[config.mk]
export PLATFORM = sky130hd
export DESIGN_NAME = capture_timer16
export DESIGN_NICKNAME = d
export VERILOG_FILES = /design/src/rtl/ctm_pkg.sv /design/src/rtl/ctm_edge_sync.sv /design/src/rtl/ctm_regif.sv /design/src/rtl/ctm_core.sv /design/src/rtl/capture_timer16.sv
export SDC_FILE = /design/constraint.sdc
export NUM_CORES = 1
export LEC_CHECK = 0
export ABC_AREA = 1
export BUFFER_PORTS_ARGS = -buffer_cell sky130_fd_sc_hd__buf_2
export CAP_MARGIN = 10
export CORE_AREA = 5 5 101 103
export CTS_CLUSTER_DIAMETER = 50
export DETAILED_ROUTE_END_ITERATION = 8
export DIE_AREA = 0 0 106 108
export SETUP_SLACK_MARGIN = 0.5
export SYNTH_ARGS = -nofsm -noshare
export SYNTH_HDL_FRONTEND = slang
export SYNTH_SLANG_ARGS = --single-unit
export TNS_END_PERCENT = 1
[constraint.sdc]
create_clock -name clk -period 2.1 [get_ports clk]
set_input_delay 0.21 -clock clk [delete_from_list [all_inputs] [get_ports clk]]
set_output_delay 0.21 -clock clk [all_outputs]
set_load 0.05 [all_outputs]
[src/rtl/ctm_pkg.sv]
package ctm_pkg;

    typedef enum logic [1:0] {
        MODE_TIMER  = 2'b00,
        MODE_EVENT  = 2'b01,
        MODE_PERIOD = 2'b10,
        MODE_PWIDTH = 2'b11
    } ctm_mode_e;

    typedef struct packed {
        logic rise;
        logic fall;
    } edge_s;

    function automatic logic is_measure(ctm_mode_e m);
        return (m == MODE_PERIOD) || (m == MODE_PWIDTH);
    endfunction

    function automatic logic edge_active(ctm_mode_e m, logic fall_sel, edge_s e);
        if (m == MODE_PWIDTH)
            return e.rise | e.fall;
        return fall_sel ? e.fall : e.rise;
    endfunction

endpackage

[src/rtl/ctm_edge_sync.sv]
module ctm_edge_sync
    import ctm_pkg::*;
#(
    parameter int unsigned STAGES = 2
) (
    input  logic  clk,
    input  logic  rst,
    input  logic  din,
    output edge_s ev
);
    // sh[0] .. sh[STAGES-1] synchronize, sh[STAGES] holds the previous sample
    logic [STAGES:0] sh;

    always_ff @(posedge clk) begin
        if (rst)
            sh <= '0;
        else
            sh <= {sh[STAGES-1:0], din};
    end

    always_comb begin
        ev.rise = sh[STAGES-1] & ~sh[STAGES];
        ev.fall = ~sh[STAGES-1] & sh[STAGES];
    end
endmodule

[src/rtl/ctm_regif.sv]
module ctm_regif #(
    parameter int unsigned CNT_W = 16
) (
    input  logic               clk,
    input  logic               rst,
    input  logic               reg_sel,
    input  logic               wr_en,
    input  logic               rd_en,
    input  logic [CNT_W/2-1:0] wr_data,
    input  logic [CNT_W-1:0]   rd_src,
    output logic               ld_en,
    output logic [CNT_W-1:0]   ld_val,
    output logic               rd_lo_done,
    output logic [CNT_W/2-1:0] rd_data,
    output logic [CNT_W/2-1:0] wbuf_o
);
    localparam int unsigned HALF = CNT_W / 2;

    logic [HALF-1:0] wbuf_q;
    logic [HALF-1:0] snap_q;

    always_ff @(posedge clk) begin
        if (rst) begin
            wbuf_q <= '0;
            snap_q <= '0;
        end else begin
            if (wr_en && !reg_sel)
                wbuf_q <= wr_data;
            if (rd_en && reg_sel)
                snap_q <= rd_src[HALF-1:0];
        end
    end

    always_comb begin
        ld_en      = wr_en && reg_sel;
        ld_val     = {wr_data, wbuf_q};
        rd_lo_done = rd_en && !reg_sel;
        rd_data    = reg_sel ? rd_src[CNT_W-1:HALF] : snap_q;
        wbuf_o     = wbuf_q;
    end
endmodule

[src/rtl/ctm_core.sv]
module ctm_core
    import ctm_pkg::*;
#(
    parameter int unsigned CNT_W = 16
) (
    input  logic             clk,
    input  logic             rst,
    input  ctm_mode_e        mode,
    input  logic             tick,
    input  logic             edge_hit,
    input  logic             ld_en,
    input  logic [CNT_W-1:0] ld_val,
    input  logic             rd_lo_done,
    output logic [CNT_W-1:0] cnt,
    output logic [CNT_W-1:0] latch,
    output logic [CNT_W-1:0] cap,
    output logic             held,
    output logic             irq_uflow,
    output logic             irq_edge
);
    logic reload_edge;
    logic terminal;

    always_comb begin
        reload_edge = is_measure(mode) && edge_hit;
        terminal    = tick && (cnt == '0);
    end

    always_ff @(posedge clk) begin
        if (rst) begin
            cnt       <= '0;
            latch     <= '0;
            cap       <= '0;
            held      <= 1'b0;
            irq_uflow <= 1'b0;
            irq_edge  <= 1'b0;
        end else begin
            irq_uflow <= terminal && !ld_en;
            irq_edge  <= reload_edge;

            if (ld_en) begin
                latch <= ld_val;
                cnt   <= ld_val;
            end else if (reload_edge) begin
                cnt <= latch;
            end else if (tick) begin
                cnt <= terminal ? latch : cnt - CNT_W'(1);
            end

            if (reload_edge && (!held || rd_lo_done)) begin
                cap  <= cnt;
                held <= 1'b1;
            end else if (rd_lo_done) begin
                held <= 1'b0;
            end
        end
    end
endmodule

[src/rtl/capture_timer16.sv]
module capture_timer16
    import ctm_pkg::*;
#(
    parameter int unsigned CNT_W       = 16,
    parameter int unsigned SYNC_STAGES = 2
) (
    input  logic               clk,
    input  logic               rst,
    input  logic               reg_sel,
    input  logic               wr_en,
    input  logic               rd_en,
    input  logic [CNT_W/2-1:0] wr_data,
    output logic [CNT_W/2-1:0] rd_data,
    input  logic               count_en,
    input  logic               cap_pin,
    input  logic [1:0]         mode,
    input  logic               edge_fall,
    output logic               irq_uflow,
    output logic               irq_edge
);
    localparam int unsigned HALF = CNT_W / 2;

    ctm_mode_e        mode_e;
    edge_s            ev;
    logic             edge_act;
    logic             tick;
    logic             ld_en;
    logic [CNT_W-1:0] ld_val;
    logic             rd_lo_done;
    logic [CNT_W-1:0] rd_src;
    logic [CNT_W-1:0] cnt_q;
    logic [CNT_W-1:0] latch_q;
    logic [CNT_W-1:0] cap_q;
    logic             held_q;
    logic [HALF-1:0]  wbuf_q;

    always_comb begin
        mode_e   = ctm_mode_e'(mode);
        edge_act = edge_active(mode_e, edge_fall, ev);
        tick     = (mode_e == MODE_EVENT) ? edge_act : count_en;
        rd_src   = is_measure(mode_e) ? cap_q : cnt_q;
    end

    ctm_edge_sync #(.STAGES(SYNC_STAGES)) u_sync (
        .clk (clk),
        .rst (rst),
        .din (cap_pin),
        .ev  (ev)
    );

    ctm_regif #(.CNT_W(CNT_W)) u_regif (
        .clk        (clk),
        .rst        (rst),
        .reg_sel    (reg_sel),
        .wr_en      (wr_en),
        .rd_en      (rd_en),
        .wr_data    (wr_data),
        .rd_src     (rd_src),
        .ld_en      (ld_en),
        .ld_val     (ld_val),
        .rd_lo_done (rd_lo_done),
        .rd_data    (rd_data),
        .wbuf_o     (wbuf_q)
    );

    ctm_core #(.CNT_W(CNT_W)) u_core (
        .clk        (clk),
        .rst        (rst),
        .mode       (mode_e),
        .tick       (tick),
        .edge_hit   (edge_act),
        .ld_en      (ld_en),
        .ld_val     (ld_val),
        .rd_lo_done (rd_lo_done),
        .cnt        (cnt_q),
        .latch      (latch_q),
        .cap        (cap_q),
        .held       (held_q),
        .irq_uflow  (irq_uflow),
        .irq_edge   (irq_edge)
    );
endmodule

==> metrics.yaml <==
grtUsageTotal: 0.166
netlist-cell-type-count: 33
post-route-period-util: 0.791
synthToLayoutAreaGrowth_pct: 18.0
cp-end-kind: "output port"
peakVddDrop_mv: 0.420
rr_worst_depth: 13
async_reset_ff_frac: 0
slew_violations: 0
timing.setup.tns_ns: 0
start_util: 0.389
wl_per_cell_um: 13.9
ys.flop_type: "dfxtp_1"
synth_area_leaders: "dfxtp_1 (40%), nand2_1 (13%), o21ai_0 (7.1%), a21oi_1 (6.9%), nor2_1 (5.8%)"
die_x_um: 106
fin_skew_ns: 0.00962
yosys.area.top_type: "dfxtp_1"
drive_above_1_share: 0.214
cts.root.buffer_cell: "clkbuf_8"
power_frac_clock: 0.335
grt_pass1_wl_um: 15200
crit_required_ns: 1.89
period_needed_ns: 1.66
grt_start_max_net_pins: 34
synth_top_area_frac: 0.395
setup_viol_count_final: 0
max_cap_viol_count: 0
power.density_nw_per_um2: 885
synth_nets: 534
portBuffers: 27
drt_iter0_markers: 146
p_sw_mw: 1.25
coreArea_um2: 9110
cts_buffers: 9
hold_viol: 0
cts_buffer_depth: 2
crit_fanout: 5
swShare: 0.338
nNetsFinal: 571
cellLeakagePower_nw: 1.88
fp-row-count: 35
power_mw: 3.70
ys_warn_count: 0
routabilityCongestion: 0.873
netlist_instances: 513
tritoncts: "done"
criticalPathCategory: "register to output port"
clk_latency_ns: 0.35
power_frac_comb: 0.250
cts_hold_buffers: 0
drc: 0
fillers: 949
ys_seq_elements: 70
via_per_inst: 5.04
rsz0062_at_grt: "true"
min_path_type: "primary input to register"
fmax_ghz: 0.602
overflow: 0
multiInputGateArea_um2: 1880
synth-edff-count: 0
pwr-share-seq: 0.415
start_kind: "register"
n_antenna_cell: 0
grt_pass1_vias: 3181
max_slew.worst_pin.slew_ns: 0.475
crit_arrival_ns: 1.45
routed_wirelength_um: 9270
holdPathStages: 3
status: "complete, no violations"
p_int_mw: 2.45
antenna_found_initial: 0
dpl_cell_area_um2: 3760
ant_nets: 0
syn_area_um2: 3550
dp_hpwl_um: 6760
cts.clk_slew.worst_paths_ns: 0.08
design_area_um2: 4180
die-area_um2: 11400
die_height_um: 108
seqCellArea_um2: 1410
firstDrtPassIters: 5
num_vias: 3354
post-route-util: 0.459
relSlewSlack: 0.681
numClockSinks: 70
h-tree-depth: 3
io_pins: 28
ys_seq_area_frac: 0.395
avgSynthCellArea_um2: 6.91
fin_hold_ws_ns: 0.0669
flip-flops by register name, indices dropped and copies added, names as in the netlist, 3 cells and up:
name / flops
u_core.cnt: 16
u_regif.wbuf_o: 8
u_regif.snap_q: 8
u_sync.sh: 3
u_core.latch: 16
u_core.cap: 16
area by class of cell:
class / count / share of cell area
clock buffers: 9 / 0.0296
clock inverters: 7 / 0.0251
inverters: 55 / 0.0511
multi-input cells: 367 / 0.448
flip-flops and latches: 70 / 0.338
well taps: 111 / 0.0332
repair buffers: 47 / 0.0748
worst max-delay path, cell delays in order (launching register included):
cell	delay, ns
dfxtp_1	0.46
o21ai_0	0.14
o21ai_0	0.21
buf_2	0.30
power groups by stage:
stage | Clock (mW) | Sequential (mW) | Combinational [mW]
finish | 1.24 | 1.54 | 0.927
CTS | 1.27 | 1.53 | 0.895
global placement | 0 | 1.56 | 0.819
floorplan | 0 | 1.52 | 0.652
global route | 1.33 | 1.55 | 1.03
detailed placement | 0 | 1.56 | 0.822
synthesized netlist by cell type, drive strengths merged, types with 4 or more instances:
cell,number
a21oi,53
buf,8
clkbuf,13
dfxtp,70
inv,53
nand2,135
nand3,32
nor2,67
o211ai,7
o21ai,55
xor2,4
timing repair:
item,CTS,global route
endpoints found under the setup margin,41,41
pin swaps,9,8
buffers inserted,10,1
gates resized for setup,23,20
cloned,0,1
routing by layer:
metal | global-route usage | vias up | wire [µm] | part of all wire
met3 | 0.0454 | 5 | 461 | 0.050
met1 | 0.208 | 1552 | 4290 | 0.46
met2 | 0.281 | 66 | 4430 | 0.48
met4 | 0.0453 | 0 | 83 | 0.0090
met5 | 0 | - | 0 | 0
li1 | - | 1731 | - | -
path summary, 6_finish.rpt:
path	start	endpoint	slack, ns
worst max-delay path	u_core.cnt[10]$_SDFFE_PP0P_	rd_data[2]	0.44
worst min-delay path	cap_pin	u_sync.sh[0]$_SDFF_PP0_	0.07
worst max register to register	u_core.cnt[0]$_SDFFE_PP0P_	u_core.cnt[1]$_SDFFE_PP0P_	0.45
worst min register to register	u_sync.sh[0]$_SDFF_PP0_	u_sync.sh[1]$_SDFF_PP0_	0.40
through the flow:
step	cells	setup WS (ns)
6_report	666	0.438
5_1_grt	666	0.341
4_1_cts	664	0.399
3_5_place_dp	638	0.234
3_3_place_gp	638	0.307
2_1_floorplan	513	0.213
logic make-up (layout without fill, tap and decap cells):
group,after synthesis,in the layout,share of synthesized area
AOI/OAI and AO/OA,120,120,0.185
xor gates and xnor gates,6,6,0.0148
adders and majority gates,3,3,0.0106
buffers and inverters,76,118,0.0935
DFF,70,70,0.395
and+or+nand+nor,238,238,0.301
layout by cell type (no fill, tap or decap), drive strengths merged:
master | netlist | layout
a21oi | 53 | 53
buf | 8 | 47
bufinv | 0 | 2
clkbuf | 13 | 9
clkinv | 2 | 4
clkinvlp | 0 | 1
dfxtp | 70 | 70
ha | 3 | 3
inv | 53 | 55
nand2 | 135 | 135
nand3 | 32 | 32
nand3b | 3 | 3
nor2 | 67 | 67
nor3 | 1 | 1
o211ai | 7 | 7
o21ai | 55 | 55
o21bai | 2 | 2
o22ai | 3 | 3
xnor2 | 2 | 2
xor2 | 4 | 4
Note: power is estimated with default switching activity, not from simulation.
